**src/rtl/calendar_pkg.sv**
```systemverilog
// Shared constants, the time record and BCD helper functions for the
// calendar counter. Assumes every byte holds two-digit packed BCD.
package calendar_pkg;
    localparam int DATA_W      = 8;
    localparam int NUM_FIELDS  = 7;   // sec, min, hour, day, month, year, weekday
    localparam int NUM_SHADOW  = 6;   // fields copied by a snapshot
    localparam int SHADOW_W    = NUM_SHADOW * DATA_W;
    localparam int WDAY_W      = 3;

    localparam int OFS_WDAY    = 6;
    localparam int OFS_CTRL    = 13;
    localparam int OFS_STAT    = 14;

    localparam int CTL_RUN     = 0;
    localparam int CTL_MODE12  = 3;
    localparam int CTL_SNAP    = 6;
    localparam int STS_RUNNING = 1;

    // Field order makes bits [47:0] equal {year, month, day, hour, min, sec}
    typedef struct packed {
        logic [WDAY_W-1:0] wday;
        logic [7:0]        year;
        logic [7:0]        mon;
        logic [7:0]        day;
        logic [7:0]        hour;
        logic [7:0]        min;
        logic [7:0]        sec;
    } cal_time_t;

    localparam cal_time_t TIME_RESET = '{wday: '0, year: 8'h00, mon: 8'h01,
                                         day: 8'h01, hour: 8'h00, min: 8'h00,
                                         sec: 8'h00};

    // Adds one to a two-digit BCD byte
    function automatic logic [7:0] bcd_inc(input logic [7:0] v);
        if (v[3:0] >= 4'd9) return {v[7:4] + 4'd1, 4'd0};
        return {v[7:4], v[3:0] + 4'd1};
    endfunction

    // True when the BCD year value is a multiple of four
    function automatic logic bcd_leap(input logic [7:0] y);
        if (!y[4]) return (y[3:0] == 4'd0) || (y[3:0] == 4'd4) || (y[3:0] == 4'd8);
        return (y[3:0] == 4'd2) || (y[3:0] == 4'd6);
    endfunction

    // Final day of a BCD month
    function automatic logic [7:0] last_day(input logic [7:0] m, input logic leap);
        case (m)
            8'h02:                      return leap ? 8'h29 : 8'h28;
            8'h04, 8'h06, 8'h09, 8'h11: return 8'h30;
            default:                    return 8'h31;
        endcase
    endfunction
endpackage

```
**src/rtl/cal_time_core.sv**
```systemverilog
// Live calendar counters with the full BCD carry chain.
// Assumes the caller never asserts advance and a load in the same cycle.
// Out-of-range values are wrapped at the next carry by >= compares.
module cal_time_core
    import calendar_pkg::*;
(
    input  logic                  clk,
    input  logic                  rst_n,
    input  logic                  advance,
    input  logic                  mode12,
    input  logic [NUM_FIELDS-1:0] load_en,
    input  logic [DATA_W-1:0]     load_data,
    output cal_time_t             now
);
    cal_time_t nxt;

    // Next-second value of every field
    always_comb begin
        logic c_min, c_hr, c_day, c_mon;
        nxt   = now;
        c_min = now.sec >= 8'h59;
        c_hr  = c_min && (now.min >= 8'h59);
        c_day = 1'b0;
        c_mon = 1'b0;
        nxt.sec = c_min ? 8'h00 : bcd_inc(now.sec);
        if (c_min) nxt.min = (now.min >= 8'h59) ? 8'h00 : bcd_inc(now.min);
        if (c_hr) begin
            if (mode12) begin
                if (now.hour[6:0] == 7'h11) begin
                    nxt.hour = {~now.hour[7], 7'h12};
                    c_day    = now.hour[7];
                end else if (now.hour[6:0] >= 7'h12) begin
                    nxt.hour = {now.hour[7], 7'h01};
                end else begin
                    nxt.hour = {now.hour[7], bcd_inc({1'b0, now.hour[6:0]})};
                    nxt.hour[7] = now.hour[7];
                end
            end else begin
                c_day    = now.hour >= 8'h23;
                nxt.hour = c_day ? 8'h00 : bcd_inc(now.hour);
            end
        end
        if (c_day) begin
            nxt.wday = (now.wday >= WDAY_W'(6)) ? '0 : now.wday + WDAY_W'(1);
            c_mon    = now.day >= last_day(now.mon, bcd_leap(now.year));
            nxt.day  = c_mon ? 8'h01 : bcd_inc(now.day);
        end
        if (c_mon) begin
            nxt.mon = (now.mon >= 8'h12) ? 8'h01 : bcd_inc(now.mon);
            if (now.mon >= 8'h12) nxt.year = (now.year >= 8'h99) ? 8'h00 : bcd_inc(now.year);
        end
    end

    // Counter register: reset, tick advance or per-field software load
    always_ff @(posedge clk) begin
        if (!rst_n) begin
            now <= TIME_RESET;
        end else if (advance) begin
            now <= nxt;
        end else begin
            if (load_en[0]) now.sec  <= load_data;
            if (load_en[1]) now.min  <= load_data;
            if (load_en[2]) now.hour <= load_data;
            if (load_en[3]) now.day  <= load_data;
            if (load_en[4]) now.mon  <= load_data;
            if (load_en[5]) now.year <= load_data;
            if (load_en[6]) now.wday <= load_data[WDAY_W-1:0];
        end
    end
endmodule

```
**src/rtl/cal_shadow.sv**
```systemverilog
// Static byte latches loaded from the live counters on a capture pulse.
// Assumes capture is one cycle wide; the latches hold otherwise.
module cal_shadow #(
    parameter int                          BYTES   = 6,
    parameter logic [BYTES*8-1:0]          INIT    = '0
) (
    input  logic               clk,
    input  logic               rst_n,
    input  logic               capture,
    input  logic [BYTES*8-1:0] live,
    output logic [BYTES*8-1:0] held
);
    for (genvar b = 0; b < BYTES; b++) begin : g_byte
        // One latch byte per field
        always_ff @(posedge clk) begin
            if (!rst_n)       held[b*8 +: 8] <= INIT[b*8 +: 8];
            else if (capture) held[b*8 +: 8] <= live[b*8 +: 8];
        end
    end
endmodule

```
**src/rtl/bcd_calendar_top.sv**
```systemverilog
// Register front end of the calendar: control bits, per-field write enables,
// snapshot request and read multiplexer. Assumes a byte-wide, single-cycle
// write strobe and a combinational read.
module bcd_calendar_top
    import calendar_pkg::*;
#(
    parameter int ADDR_W = 5
) (
    input  logic              clk,
    input  logic              rst_n,
    input  logic              tick_1hz,
    input  logic              reg_we,
    input  logic [ADDR_W-1:0] reg_addr,
    input  logic [7:0]        reg_wdata,
    output logic [7:0]        reg_rdata
);
    logic                  run_q, mode12_q, snap_q;
    logic                  ctrl_wr, time_wr;
    logic [NUM_FIELDS-1:0] load_en;
    cal_time_t             live_time;
    logic [SHADOW_W-1:0]   live_vec, shadow_vec;
    logic [WDAY_W-1:0]     live_wday;

    assign ctrl_wr   = reg_we && (reg_addr == ADDR_W'(OFS_CTRL));
    assign time_wr   = reg_we && !run_q;
    assign live_vec  = live_time[SHADOW_W-1:0];
    assign live_wday = live_time.wday;

    for (genvar f = 0; f < NUM_FIELDS; f++) begin : g_load
        assign load_en[f] = time_wr && (reg_addr == ADDR_W'(f));
    end

    // Control register; snapshot bit clears itself one cycle after being set
    always_ff @(posedge clk) begin
        if (!rst_n) begin
            run_q    <= 1'b0;
            mode12_q <= 1'b0;
            snap_q   <= 1'b0;
        end else if (ctrl_wr) begin
            run_q    <= reg_wdata[CTL_RUN];
            mode12_q <= reg_wdata[CTL_MODE12];
            snap_q   <= reg_wdata[CTL_SNAP];
        end else begin
            snap_q   <= 1'b0;
        end
    end

    cal_time_core u_core (
        .clk       (clk),
        .rst_n     (rst_n),
        .advance   (run_q && tick_1hz),
        .mode12    (mode12_q),
        .load_en   (load_en),
        .load_data (reg_wdata),
        .now       (live_time)
    );

    cal_shadow #(
        .BYTES (NUM_SHADOW),
        .INIT  (TIME_RESET[SHADOW_W-1:0])
    ) u_shadow (
        .clk     (clk),
        .rst_n   (rst_n),
        .capture (snap_q),
        .live    (live_vec),
        .held    (shadow_vec)
    );

    // Read multiplexer
    always_comb begin
        reg_rdata = 8'h00;
        for (int i = 0; i < NUM_SHADOW; i++)
            if (reg_addr == ADDR_W'(i)) reg_rdata = shadow_vec[i*8 +: 8];
        if (reg_addr == ADDR_W'(OFS_WDAY)) reg_rdata = {{(8-WDAY_W){1'b0}}, live_wday};
        if (reg_addr == ADDR_W'(OFS_CTRL)) begin
            reg_rdata[CTL_RUN]    = run_q;
            reg_rdata[CTL_MODE12] = mode12_q;
            reg_rdata[CTL_SNAP]   = snap_q;
        end
        if (reg_addr == ADDR_W'(OFS_STAT)) reg_rdata[STS_RUNNING] = run_q;
    end
endmodule

```
**config.mk**
```make
export PLATFORM = sky130hd
export DESIGN_NAME = bcd_calendar_top
export DESIGN_NICKNAME = d
export VERILOG_FILES = /design/src/rtl/calendar_pkg.sv /design/src/rtl/cal_time_core.sv /design/src/rtl/cal_shadow.sv /design/src/rtl/bcd_calendar_top.sv
export SDC_FILE = /design/constraint.sdc
export NUM_CORES = 1
export LEC_CHECK = 0
export CORE_MARGIN = 3
export CORE_UTILIZATION = 60
export CTS_CLUSTER_SIZE = 24
export DETAILED_ROUTE_END_ITERATION = 8
export HOLD_SLACK_MARGIN = 0.06
export PLACE_DENSITY = 0.87
export SYNTH_ARGS = -nofsm -noshare
export SYNTH_HDL_FRONTEND = slang
export SYNTH_SLANG_ARGS = --single-unit
```
**constraint.sdc**
```tcl
create_clock -name clk -period 7.3 [get_ports clk]
set_input_delay 2.19 -clock clk [delete_from_list [all_inputs] [get_ports clk]]
set_output_delay 2.19 -clock clk [all_outputs]
set_load 0.01 [all_outputs]
```
==> qor.tcl, run 1 <==
set qor(synthesis_to_finish_area_growth_pct) 8.12
set qor(total_power_density_per_cell_area_nw_per_um2) 153
set qor(final-hold-violation-count) 0
set qor(tritoncts_clock_tree) {yes}
set qor(clk_latency_ps) 400
set qor(main_combinational_cell_family_by_area_after_synthesis) {compound AO/OA/AOI/OAI gates}
set qor(skew_ps) 12.7
set qor(worstSetupStartpointType) {input port}
set qor(cp_cell_sequence) {clkdlybuf4s50_1 > or3b_2 > nor2_1 > a221oi_1 > a31oi_1 > a21oi_1 > a21oi_1 > clkdlybuf4s50_1}
set qor(die-area_um2) 11100
set qor(synth_adder_area_share) 0.0844
set qor(drtPass1Iterations) 6
set qor(post-synth-top-area-fraction) 0.344
set qor(power.total_uw) 981
set qor(grt.overflow.total) 0
set qor(cts_resized) 0
set qor(cts.sinks) 102
set qor(leading_cell_types_by_count_after_synthesis) {sky130_fd_sc_hd__dfxtp_1, sky130_fd_sc_hd__nor2_1, sky130_fd_sc_hd__mux2i_1}
set qor(number_of_enable_type_register_cells_in_the_synthesized_netlist) 0
set qor(globalplace.congestion) 0.982
set qor(criticalPathCategory) {input port to output pin}
set qor(io_pins) 25
set qor(fin_hold_ws_ps) 511
set qor(fp-row-count) 35
set qor(drt_wl_total_um) 16700
set qor(post_synth_num_cell_types) 79
set qor(worst_path_clk_slew_ps) 100
set qor(p_leak_nw) 2.34
set qor(count_leader_synth) {sky130_fd_sc_hd__dfxtp_1}
set qor(cts-hold-fix-buffers) 0
set qor(critical_path_peak_fanout) 9
set qor(finalCriticalPeriod_ps) 7130
set qor(drt_first_iter_violations) 581
set qor(result_of_the_run) {finished clean}
set qor(synth-async-reset-ratio) 0
set qor(timing.max_cap.violations) 0
set qor(die_h_um) 105
set qor(postCtsSetupRepairBufs) 0
set qor(max_slew_margin_vs_limit) 0.336
set qor(cell_area_placed_um2) 6230
set qor(worstPathBufferInverterCount) 2
set qor(synth-xor-area-share) 0.00148
set qor(largest_net_degree_at_the_start_of_global_routing) 53
set qor(final_cell_count_no_fill) 826
set qor(ys.flop_type) {sky130_fd_sc_hd__dfxtp_1}
set qor(final.period_utilization) 0.977
set qor(synth_compound_gate_area_share) 0.240
set qor(endpoint_kind) {output pin}
set qor(yosys_warnings) 0
set qor(cell_area_synth_um2) 5930
set qor(num-nets-final) 749
set qor(dp_hpwl_um) 11800
set qor(drive_gt1_frac) 0.0717
set qor(seq_area_frac_synth) 0.344
set qor(critical_path.top_delay_family) {buffers and inverters}
set qor(grt_util_all_layers) 0.309
set qor(floorplan.initialDensity) 0.630
set qor(synthTopCellsByArea) {sky130_fd_sc_hd__dfxtp_1, sky130_fd_sc_hd__mux2i_1, sky130_fd_sc_hd__ha_1, sky130_fd_sc_hd__nor2_1, sky130_fd_sc_hd__nand2_1}
set qor(syn-num-nets) 741
set qor(kind_of_path_behind_the_tightest_hold_check) {flip-flop to flip-flop}
set qor(fin_setup_tns_ps) 0
set qor(number_of_global_route_vias_before_repair) 5226
set qor(cp_slowest_stage_delay_ps) 610
set qor(ant_nets) 0
set qor(worstPathArrival_ps) 4940
set qor(post-route-cell-area_um2) 6410
set qor(ir_drop_mv) 0.155
set qor(yosys_register_bits) 102
set qor(netlist_instances) 684
set qor(worst_path_max_delay_cell) {sky130_fd_sc_hd__or3b_2}
set qor(antenna_found_initial) 0
set qor(max_freq_mhz) 140
set qor(cell_at_the_root_of_the_clock_tree) {sky130_fd_sc_hd__clkbuf_8}
set qor(cts.path.max_buffers) 2
set qor(fp.dieW_um) 105
set qor(post_synth_mux_area_share) 0.0964
set qor(grt_pass1_wl_um) 27400
set qor(core-area_um2) 9420
set qor(worstMarginPinSlew_ps) 993
set qor(setup_violations) 0
set qor(drc) 0
set qor(synth-simple-area-share) 0.185
set qor(critPathRequiredTime_ps) 5110
set qor(post-place-cells) 810
set qor(io_buffers) 24
set qor(rsz0062_at_grt) {false}
set qor(routed-via-count) 5431
set qor(routedWlPerCell_um) 20.3
set qor(vias_per_cell) 6.58
set qor(n_antenna_cell) 0
set qor(slew_violations) 0
set qor(synth_area_per_cell_um2) 8.67
set qor(cts_bufs_inserted) 9
set qor(biggest_area_consumer_among_synthesized_cells) {sky130_fd_sc_hd__dfxtp_1}
set qor(cts.htree.levels) 3
worst paths after layout:
check                                     from  cells past startpoint             end  slack [ps]
worst max-delay path               reg_addr[3]                      8    reg_rdata[0]         170
worst max register to register  u_core.now[37]                     13  u_core.now[26]        3920
worst min-delay path            u_core.now[30]                      2  u_core.now[30]         510
worst min register to register  u_core.now[30]                      2  u_core.now[30]         510
worst reg2reg max path, stage by stage (launching register included):
cell and delay [ps]:
sky130_fd_sc_hd__dfxtp_1 370, sky130_fd_sc_hd__inv_1 130, sky130_fd_sc_hd__ha_1 170, sky130_fd_sc_hd__nor2b_1 200, sky130_fd_sc_hd__nand4b_1 250, sky130_fd_sc_hd__nor3_1 250
sky130_fd_sc_hd__a31oi_1 80, sky130_fd_sc_hd__ha_1 300, sky130_fd_sc_hd__nor4b_1 250, sky130_fd_sc_hd__nor2_1 140, sky130_fd_sc_hd__or2_2 360, sky130_fd_sc_hd__nor3_1 390
sky130_fd_sc_hd__a31oi_1 160, sky130_fd_sc_hd__o32ai_1 240
logic make-up after synthesis:
logic type / after synthesis
xor+xnor: 1
simple gates: 224
compound gates: 190
mux: 57
fa+ha+maj: 40
flops: 102
buf+inv: 70
cell usage in the layout, fill, tap and decap left out, types with 13 or more instances in the layout:
master / netlist / final
sky130_fd_sc_hd__dfxtp_1: 102 / 101
sky130_fd_sc_hd__nor2_1: 85 / 85
sky130_fd_sc_hd__mux2i_1: 56 / 56
sky130_fd_sc_hd__nand2_1: 53 / 53
sky130_fd_sc_hd__ha_1: 40 / 40
sky130_fd_sc_hd__o21ai_0: 39 / 39
sky130_fd_sc_hd__inv_1: 36 / 35
sky130_fd_sc_hd__a21oi_1: 32 / 32
sky130_fd_sc_hd__clkdlybuf4s50_1: 0 / 24
sky130_fd_sc_hd__nand3_1: 19 / 19
sky130_fd_sc_hd__o211ai_1: 14 / 14
sky130_fd_sc_hd__a211oi_1: 13 / 13
power by group:
part	internal [mW]	switching [mW]
Sequential	0.559	0.00481
Clock	0.129	0.218
Combinational	0.0243	0.0460
final cells by class:
| class | count | area [um^2] |
|---|---|---|
| flip-flops and latches | 102 | 2040 |
| multi-input cells | 512 | 3600 |
| clock buffers | 10 | 128 |
| inverters | 36 | 135 |
| well taps | 129 | 161 |
| clock inverters | 6 | 51.3 |
| fillers | 762 | 3000 |
| repair buffers | 31 | 293 |
layer usage:
layer / global-route usage / share of wire / vias to the layer above
met1: 0.409 / 0.41 / 2593
met4: 0.144 / 0.040 / 0
li1: - / - / 2519
met2: 0.481 / 0.45 / 270
met3: 0.0674 / 0.095 / 49
met5: 0 / 0 / -
per-stage QoR:
step	utilization	setup slack (ps)
floorplan	-	1370
global placement	0.662	260
detailed placement	0.662	226
CTS	0.681	214
global route	0.681	9.78
finish	0.681	170
sequential cells by signal, indices dropped and copies added (netlist names):
signal and count:
mode12_q 1, snap_q 1, run_q 1, u_core.now 51, u_shadow.held 48
Note: power is estimated with default switching activity, not from simulation.
==> run 2: changes to the inputs <==
CTS_CLUSTER_DIAMETER = 200   (was default)
==> results of run 2 <==
Same layout as run 1: the final DEF is identical, and so are final timing and power.
==> run 3: changes to the inputs <==
CTS_CLUSTER_SIZE = 12   (was 24)
==> results of run 3 <==
Same layout as run 1: the final DEF is identical, and so are final timing and power.
